`src/rtl/vat_pkg.sv`:
```
package vat_pkg;

   typedef enum logic [1:0] {
      FLT_NONE   = 2'd0,
      FLT_LENGTH = 2'd1,
      FLT_ABSENT = 2'd2,
      FLT_RSVD   = 2'd3
   } vat_fault_e;

   typedef enum logic [1:0] {
      ST_IDLE  = 2'd0,
      ST_FETCH = 2'd1,
      ST_REPLY = 2'd2
   } vat_state_e;

endpackage

```
`src/rtl/vat_table_sel.sv`:
```
module vat_table_sel #(
   parameter int unsigned NUM_TABLES = 3,
   parameter int unsigned SEL_W      = 2,
   parameter int unsigned BASE_W     = 30,
   parameter int unsigned LEN_W      = 22
) (
   input  logic [SEL_W-1:0]             sel_i,
   input  logic [NUM_TABLES*BASE_W-1:0] bases_i,
   input  logic [NUM_TABLES*LEN_W-1:0]  lens_i,
   output logic [BASE_W-1:0]            base_o,
   output logic [LEN_W-1:0]             len_o,
   output logic                         rsvd_o
);
   localparam int unsigned SLOTS = 1 << SEL_W;

   logic [BASE_W-1:0] base_a [SLOTS];
   logic [LEN_W-1:0]  len_a  [SLOTS];
   logic [SLOTS-1:0]  present;

   for (genvar g = 0; g < SLOTS; g++) begin : g_slot
      if (g < NUM_TABLES) begin : g_used
         assign base_a[g]  = bases_i[g*BASE_W +: BASE_W];
         assign len_a[g]   = lens_i[g*LEN_W +: LEN_W];
         assign present[g] = 1'b1;
      end else begin : g_rsvd
         assign base_a[g]  = '0;
         assign len_a[g]   = '0;
         assign present[g] = 1'b0;
      end
   end

   assign base_o = base_a[sel_i];
   assign len_o  = len_a[sel_i];
   assign rsvd_o = ~present[sel_i];

endmodule

```
`src/rtl/vat_walk_check.sv`:
```
module vat_walk_check import vat_pkg::*; #(
   parameter int unsigned VPN_W  = 21,
   parameter int unsigned BASE_W = 30,
   parameter int unsigned LEN_W  = 22
) (
   input  logic [VPN_W-1:0]  vpn_i,
   input  logic [BASE_W-1:0] base_i,
   input  logic [LEN_W-1:0]  len_i,
   input  logic              rsvd_i,
   output logic [BASE_W-1:0] entry_addr_o,
   output vat_fault_e        fault_o
);
   localparam int unsigned IDX_W = VPN_W + 2;

   logic [IDX_W-1:0] byte_idx;
   logic             beyond;

   assign byte_idx     = {vpn_i, 2'b00};
   assign entry_addr_o = base_i + BASE_W'(byte_idx);
   assign beyond       = LEN_W'(vpn_i) >= len_i;

   always_comb begin
      if (rsvd_i)      fault_o = FLT_RSVD;
      else if (beyond) fault_o = FLT_LENGTH;
      else             fault_o = FLT_NONE;
   end

endmodule

```
`src/rtl/vat_pte_decode.sv`:
```
module vat_pte_decode #(
   parameter int unsigned PFN_W = 21,
   parameter int unsigned OFS_W = 9
) (
   input  logic                   valid_bit_i,
   input  logic [PFN_W-1:0]       pfn_i,
   input  logic [OFS_W-1:0]       ofs_i,
   output logic                   present_o,
   output logic [PFN_W+OFS_W-1:0] pa_o
);
   assign present_o = valid_bit_i;
   assign pa_o      = {pfn_i, ofs_i};
endmodule

```
`src/rtl/vat_translator.sv`:
```
module vat_translator import vat_pkg::*; #(
   parameter int unsigned VA_W       = 32,
   parameter int unsigned PAGE_OFS_W = 9,
   parameter int unsigned SEL_W      = 2,
   parameter int unsigned NUM_TABLES = 3,
   parameter int unsigned PFN_W      = 21,
   parameter int unsigned PTE_W      = 32,
   parameter int unsigned VALID_BIT  = 31,
   parameter int unsigned PA_W       = PFN_W + PAGE_OFS_W,
   parameter int unsigned LEN_W      = VA_W - SEL_W - PAGE_OFS_W + 1
) (
   input  logic                        clk_i,
   input  logic                        rst_ni,
   input  logic [NUM_TABLES*PA_W-1:0]  tbl_base_i,
   input  logic [NUM_TABLES*LEN_W-1:0] tbl_len_i,
   input  logic                        req_valid_i,
   output logic                        req_ready_o,
   input  logic [VA_W-1:0]             req_va_i,
   output logic                        rsp_valid_o,
   input  logic                        rsp_ready_i,
   output logic [PA_W-1:0]             rsp_pa_o,
   output logic [1:0]                  rsp_fault_o,
   output logic                        mem_req_o,
   output logic [PA_W-1:0]             mem_addr_o,
   input  logic                        mem_rvalid_i,
   input  logic [PTE_W-1:0]            mem_rdata_i
);
   localparam int unsigned VPN_W = VA_W - SEL_W - PAGE_OFS_W;

   if (PA_W != PFN_W + PAGE_OFS_W) begin : g_bad_pa
      $error("PA_W must equal PFN_W + PAGE_OFS_W");
   end
   if (LEN_W != VPN_W + 1) begin : g_bad_len
      $error("LEN_W must be one wider than the page number");
   end
   if (NUM_TABLES < 1 || NUM_TABLES > (1 << SEL_W)) begin : g_bad_tables
      $error("NUM_TABLES out of range for SEL_W");
   end
   if (VALID_BIT >= PTE_W || PFN_W > VALID_BIT) begin : g_bad_pte
      $error("entry layout does not fit PTE_W");
   end
   if (VPN_W + 2 > PA_W) begin : g_bad_idx
      $error("table index does not fit the physical address");
   end

   vat_state_e            state_q;
   logic [PAGE_OFS_W-1:0] ofs_q;
   logic [PA_W-1:0]       addr_q;
   logic [PA_W-1:0]       pa_q;
   vat_fault_e            fault_q;

   logic [SEL_W-1:0]      sel;
   logic [VPN_W-1:0]      vpn;
   logic [PA_W-1:0]       tbl_base;
   logic [LEN_W-1:0]      tbl_len;
   logic                  rsvd;
   logic [PA_W-1:0]       entry_addr;
   vat_fault_e            chk_fault;
   logic                  pte_present;
   logic [PA_W-1:0]       pte_pa;
   logic                  unused_pte_bits;

   assign sel = req_va_i[VA_W-1 -: SEL_W];
   assign vpn = req_va_i[PAGE_OFS_W +: VPN_W];

   vat_table_sel #(
      .NUM_TABLES (NUM_TABLES),
      .SEL_W      (SEL_W),
      .BASE_W     (PA_W),
      .LEN_W      (LEN_W)
   ) u_sel (
      .sel_i   (sel),
      .bases_i (tbl_base_i),
      .lens_i  (tbl_len_i),
      .base_o  (tbl_base),
      .len_o   (tbl_len),
      .rsvd_o  (rsvd)
   );

   vat_walk_check #(
      .VPN_W  (VPN_W),
      .BASE_W (PA_W),
      .LEN_W  (LEN_W)
   ) u_chk_walk (
      .vpn_i        (vpn),
      .base_i       (tbl_base),
      .len_i        (tbl_len),
      .rsvd_i       (rsvd),
      .entry_addr_o (entry_addr),
      .fault_o      (chk_fault)
   );

   vat_pte_decode #(
      .PFN_W (PFN_W),
      .OFS_W (PAGE_OFS_W)
   ) u_dec (
      .valid_bit_i (mem_rdata_i[VALID_BIT]),
      .pfn_i       (mem_rdata_i[PFN_W-1:0]),
      .ofs_i       (ofs_q),
      .present_o   (pte_present),
      .pa_o        (pte_pa)
   );

   assign unused_pte_bits = ^mem_rdata_i;

   always_ff @(posedge clk_i or negedge rst_ni) begin
      if (!rst_ni) begin
         state_q <= ST_IDLE;
         ofs_q   <= '0;
         addr_q  <= '0;
         pa_q    <= '0;
         fault_q <= FLT_NONE;
      end else begin
         case (state_q)
            ST_IDLE: begin
               if (req_valid_i) begin
                  ofs_q  <= req_va_i[PAGE_OFS_W-1:0];
                  addr_q <= entry_addr;
                  if (chk_fault != FLT_NONE) begin
                     fault_q <= chk_fault;
                     pa_q    <= '0;
                     state_q <= ST_REPLY;
                  end else begin
                     state_q <= ST_FETCH;
                  end
               end
            end
            ST_FETCH: begin
               if (mem_rvalid_i) begin
                  if (pte_present) begin
                     pa_q    <= pte_pa;
                     fault_q <= FLT_NONE;
                  end else begin
                     pa_q    <= '0;
                     fault_q <= FLT_ABSENT;
                  end
                  state_q <= ST_REPLY;
               end
            end
            ST_REPLY: begin
               if (rsp_ready_i) state_q <= ST_IDLE;
            end
            default: state_q <= ST_IDLE;
         endcase
      end
   end

   assign req_ready_o = (state_q == ST_IDLE);
   assign mem_req_o   = (state_q == ST_FETCH);
   assign mem_addr_o  = addr_q;
   assign rsp_valid_o = (state_q == ST_REPLY);
   assign rsp_pa_o    = pa_q;
   assign rsp_fault_o = fault_q;

endmodule

```
`config.mk`:
```
export PLATFORM = sky130hd
export DESIGN_NAME = vat_translator
export DESIGN_NICKNAME = d
export VERILOG_FILES = /design/src/rtl/vat_pkg.sv /design/src/rtl/vat_table_sel.sv /design/src/rtl/vat_walk_check.sv /design/src/rtl/vat_pte_decode.sv /design/src/rtl/vat_translator.sv
export SDC_FILE = /design/constraint.sdc
export NUM_CORES = 1
export LEC_CHECK = 0
export CORE_MARGIN = 2
export CORE_UTILIZATION = 43
export DETAILED_ROUTE_END_ITERATION = 10
export GPL_ROUTABILITY_DRIVEN = 0
export PLACE_DENSITY_LB_ADDON = 0.2
export SLEW_MARGIN = 25
export SYNTH_ARGS = -nofsm -noshare
export SYNTH_HDL_FRONTEND = slang
export SYNTH_SLANG_ARGS = --single-unit
export TNS_END_PERCENT = 20
```
`constraint.sdc`:
```
create_clock -name clk_i -period 3 [get_ports clk_i]
set_input_delay 0.6 -clock clk_i [delete_from_list [all_inputs] [get_ports clk_i]]
set_output_delay 0.6 -clock clk_i [all_outputs]
set_load 0.005 [all_outputs]
```
-- Word-level counts from Yosys, hierarchy flattened
Cells that the tools add are included.
- flip-flop bits (word level): 73
- output and inout port bits: 65
- logic and storage cells: 47
- $add $sub $neg: 1
- order comparisons: 3
- equality and inequality tests: 6
- multiplexer cells: 25
- bitwise gates (word level): 1
- reductions and logical operators: 6
- operators by type and width (kind ; number):
    $mux W30 ; 6
    $bmux W30 S2 ; 1
    $pmux W30 S2 ; 1
    $bmux W22 S2 ; 1
    $mux W22 ; 2
    $add A30 B23 Y30 ; 1
    $ge A21 B22 Y1 ; 1
    $mux W2 ; 9
    $ne A2 B1 Y1 const B ; 3
    $pmux W2 S3 ; 1
    $pmux W2 S2 ; 1
    $reduce_and A4 Y1 ; 1
    $reduce_bool A2 Y1 ; 2
    $ge A3 B3 Y1 const B ; 1
    $lt A2 B3 Y1 const B ; 1
    $not A2 Y3 ; 1
    $reduce_and A3 Y1 ; 1
    $bmux W1 S2 ; 1
    $eq A2 B1 Y1 const B ; 1
    $eq A2 B2 Y1 const B ; 1
    $logic_not A2 Y1 ; 1
    $mux W1 ; 2
    $ne A2 B2 Y1 const B ; 1
    $reduce_and A2 Y1 ; 1

-- Longest topological paths before layout
- depth after elaboration: 11
- mapped depth: 17
- mapped depth without buffers: 14

-- By module
Synthesis repeated with hierarchy kept, for this count alone.
- cell total of the unflattened synthesis: 590
- area total of the unflattened synthesis: 6413.7 µm²
- by module, submodules not included (module ; times used ; cells each ; area an instance (µm²) ; seq. area each (µm²)):
    vat_translator ; 1 ; 177 ; 2808.9 ; 1826.8
    vat_walk_check ; 1 ; 258 ; 1851.8 ; 0.0
    vat_table_sel ; 1 ; 124 ; 1520.2 ; 0.0
    vat_pte_decode ; 1 ; 31 ; 232.7 ; 0.0

-- Worst setup path before layout
OpenSTA, ideal clock, no wires.
- path type: input port to flip-flop
- start point: input req_va_i[31]
- end point: register addr_q[28] (netlist: mem_addr_o[28])
- data arrival time: 3.754 ns
- data required time: 2.931 ns
- slack: -0.822 ns
- stages: 16
- cell sequence: buf_6 > buf_2 > buf_1 > mux2i_1 > o21ai_0 > ha_1 > inv_1 > fa_1 > nor2b_1 > o31ai_1 > and2_1 > o21ai_1 > a41oi_1 > o21ba_2 > or4_1 > nand3_1
- cells in the longest elaborated chain, start to end: 5
- ends and longest elaborated chain (what ; line ; text):
    start, declared ; vat_translator.sv:18 ; input logic [VA_W-1:0] req_va_i,
    $not A2 Y3 (not written as such) ; vat_table_sel.sv:32 ; assign base_o = base_a[sel_i];
    $bmux W30 S2 ; vat_table_sel.sv:32 ;
    $mux W30 (not written as such) (2 in series) ; vat_table_sel.sv:32 ;
    $add A30 B23 Y30 ; vat_walk_check.sv:19 ; assign entry_addr_o = base_i + BASE_W'(byte_idx);
    end signal, assigned ; vat_translator.sv:118 ; addr_q <= entry_addr;
    end, declared ; vat_translator.sv:48 ; logic [PA_W-1:0] addr_q;
Every way passes these cells. The select of a mux whose other input is x is not followed.
A chain may end at the register's enable or synchronous reset.

-- Worst setup path after layout
- start point: input req_va_i[31]
- end point: register addr_q[26] (netlist: mem_addr_o[26])
The elaborated chain is that of the path after synthesis.

==> flow_metrics.tcl <==
set metrics [dict create \
    tritoncts_num_sinks 73 \
    syn-mean-instance-area_sq_um 8.69 \
    initial_core_util_pct 44.3 \
    cts_made_buffers 9 \
    synth_top_cell_by_area "sky130_fd_sc_hd__dfrtp_1" \
    grt_setup_unrepaired "true" \
    drcViolationCount 0 \
    finalWorstPathRequiredPeriod_ns 3.14 \
    most_used_flip_flop_cell_after_synthesis "sky130_fd_sc_hd__dfrtp_1" \
    cp-start-kind "primary input" \
    filler_free_cell_count_of_the_finished_design 1162 \
    dp_hpwl_mm 15.2 \
    grt_first_pass_wirelength_mm 29.5 \
    n_antenna_cell 0 \
    max-vdd-ir-drop_mv 0.265 \
    number_of_global_route_vias_before_repair 6211 \
    timing.setup.critical_path_class "primary input to register" \
    die_outline_area_sq_um 13400 \
    timing.reg2reg.setup_slack_ns 1.39 \
    postRouteAntennaNets 0 \
    design.final.nets 1257 \
    synthMostInstantiatedCell "sky130_fd_sc_hd__nand2_1" \
    cts_root_buffer "sky130_fd_sc_hd__clkbuf_16" \
    maxCapViolations 0 \
    net_count_of_the_mapped_netlist 886 \
    cts-root-to-sink-buffers 2 \
    violations "negative setup slack" \
    outcome "finished with violations" \
    fill_cell_count 801 \
    syn_inst 618 \
    clk_pin_slew_worst_paths_ns 0.06 \
    dr_total_vias 6160 \
    cts_max_level 3 \
    report.final.slew_viol_count 0 \
    finalClockSkew_ns 0.00530 \
    clock_latency_ns 0.33 \
    cts_hold_buf 0 \
    drt_pass1_iterations 5 \
    critPathRequiredTime_ns 3.22 \
    areaGrowthSynthToFinish_pct 80.2 \
    antenna_violations_before_repair 0 \
    yosys.area.top_type_share_pct 34.0 \
    synth.lib_cells_used.distinct 56 \
    io_pins 290 \
    setup_ws_ns -0.138 \
    synth_area_leaders "sky130_fd_sc_hd__dfrtp_1 34%, sky130_fd_sc_hd__ha_1 9.8%, sky130_fd_sc_hd__mux2i_1 9.7%, sky130_fd_sc_hd__nand2_1 7.3%, sky130_fd_sc_hd__o21ai_0 6.0%" \
    portBuffers 279 \
    total_of_warnings_raised_by_yosys 0 \
    avgViaCountPerCell 5.30 \
    setup-tns-final_ns -0.624 \
    final_layout_size_suffix_gt1_share_pct 18.3 \
    grt_usage_pct 27.7 \
    detail_route.wirelength_mm 19.7 \
    timing.final.hold_violations 0 \
    setup_viol_count_final 11 \
    routed_wire_per_std_cell_um 17.0 \
    die_y_um 116 \
    synth_common_cells "104 x sky130_fd_sc_hd__nand2_1, 73 x sky130_fd_sc_hd__dfrtp_1, 64 x sky130_fd_sc_hd__o21ai_0" \
    max_freq_ghz 0.319 \
    synth_edf_count 0 \
    worst_slew_pin_slew_ns 0.926 \
    grt_start_max_net_pins 74 \
    critPathArrivalTime_ns 3.36 \
    floorplan.core_area_sq_um 12100 \
    global_route.overflow_total 0 \
    period_share_pct 105 \
    cts_tree "yes" \
    placement_rows 40 \
    total_power_mw 5.52 \
    critPathCaptureType "register" \
    power_leakage_nw 4.49 \
    yosys_register_bits 73 \
    synth_sequential_area_ratio_pct 34.0 \
    path_max_fanout 5 \
    hold_path_class "primary input to asynchronous set/reset pin" \
    async_reset_ff_share_pct 100 \
    slew_headroom_pct 38.3 \
    powerDensity_nw_per_um2 571 \
    syn_area_sq_um 5370 \
    dp_cells 1119 \
    dieWidth_um 116 \
    detail_route.iter0.violations 394 \
]
what timing repair did:
| action | CTS | global route |
|---|---|---|
| endpoints found under the setup margin | 38 | 48 |
| pin swaps | 33 | 45 |
| buffers inserted | 13 | 15 |
| resized for setup | 24 | 50 |
| cloned | 2 | 0 |
worst paths after layout:
kind / depth (start not counted) / startpoint / endpoint
setup reg to reg: 5 / state_q[1] / rsp_fault_o[1]
setup / recovery: 15 / req_va_i[31] / mem_addr_o[26]
max in group asynchronous: 1 / rst_ni / ofs_q[6]
hold / removal: 1 / rst_ni / rsp_pa_o[22]
hold reg to reg: 2 / ofs_q[4] / ofs_q[4]
min in group clk_i: 2 / ofs_q[4] / ofs_q[4]
worst max-delay path: stages:
cell	delay, ns
sky130_fd_sc_hd__buf_12	0.12
sky130_fd_sc_hd__nor2b_4	0.24
sky130_fd_sc_hd__buf_6	0.16
sky130_fd_sc_hd__buf_4	0.13
sky130_fd_sc_hd__nand2_1	0.05
sky130_fd_sc_hd__o21ai_0	0.11
sky130_fd_sc_hd__ha_1	0.34
sky130_fd_sc_hd__o211a_1	0.31
sky130_fd_sc_hd__o31ai_4	0.09
sky130_fd_sc_hd__a31oi_2	0.13
sky130_fd_sc_hd__a31oi_1	0.25
sky130_fd_sc_hd__a21oi_1	0.13
sky130_fd_sc_hd__a211o_1	0.30
sky130_fd_sc_hd__buf_4	0.15
sky130_fd_sc_hd__a211o_1	0.24
cells in the final DEF, fill, tap and decap left out, drive strengths merged, types with 2 or more instances in the layout:
| cell | n |
|---|---|
| a211o | 4 |
| a211oi | 2 |
| a21o | 16 |
| a21oi | 56 |
| a22o | 30 |
| a31oi | 3 |
| and2 | 4 |
| and3 | 2 |
| buf | 119 |
| clkbuf | 9 |
| clkdlybuf4s50 | 265 |
| clkinv | 4 |
| dfrtp | 73 |
| dlygate4sd2 | 6 |
| dlymetal6s2s | 5 |
| ha | 42 |
| inv | 8 |
| mux2 | 3 |
| mux2i | 52 |
| nand2 | 104 |
| nand2b | 4 |
| nand3 | 11 |
| nand4 | 3 |
| nor2 | 42 |
| nor2b | 5 |
| o211a | 2 |
| o211ai | 4 |
| o21a | 2 |
| o21ai | 67 |
| o2bb2ai | 2 |
| o31a | 2 |
| o31ai | 3 |
| xnor2 | 10 |
| xor2 | 11 |
layout make-up:
cell class              instances  area, sq um  area share [%]
inverters                       7         26.3           0.272
clock inverters                 7         70.1           0.724
repair buffers                395         3760            38.8
multi-input cells             503         3560            36.8
clock buffers                   9          225            2.33
well taps                     168          210            2.17
flip-flops and latches         73         1830            18.9
logic make-up after synthesis:
family / synth area share [%]
AOI/OAI and AO/OA: 24.0
and+or+nand+nor: 14.3
DFF: 34.0
muxes: 10.3
adders and majority gates: 10.2
buffers and inverters: 3.73
xor gates and xnor gates: 3.43
state kept, by name (all words and copies together) (netlist names):
signal       cells
mem_addr_o      30
rsp_pa_o        30
ofs_q            9
rsp_fault_o      2
state_q          2
stage by stage:
step | instance area (sq um) | utilization, % | worst slack, ns | hold WS [ns]
floorplan | 5470 | - | -0.305 | 0.304
finish | 9670 | 79.9 | -0.138 | 0.391
CTS | 9420 | 77.8 | -0.0606 | 0.440
detailed placement | 8900 | 73.5 | -0.583 | 0.466
global route | 9670 | 79.9 | -0.248 | 0.476
global placement | 8900 | 73.5 | -0.496 | 0.458
power breakdown:
group          internal (mW)  switching, mW
logic                   1.66           1.12
clock network          0.643          0.413
registers               1.43          0.255
total                   3.73           1.79
routing by layer:
layer  track usage, %  routed length [um]
met3             5.28                1350
met4             10.9                 494
met5                0                   0
met2             50.8               10200
met1             31.7                7690
No activity file was read; power rests on OpenSTA's default activity.
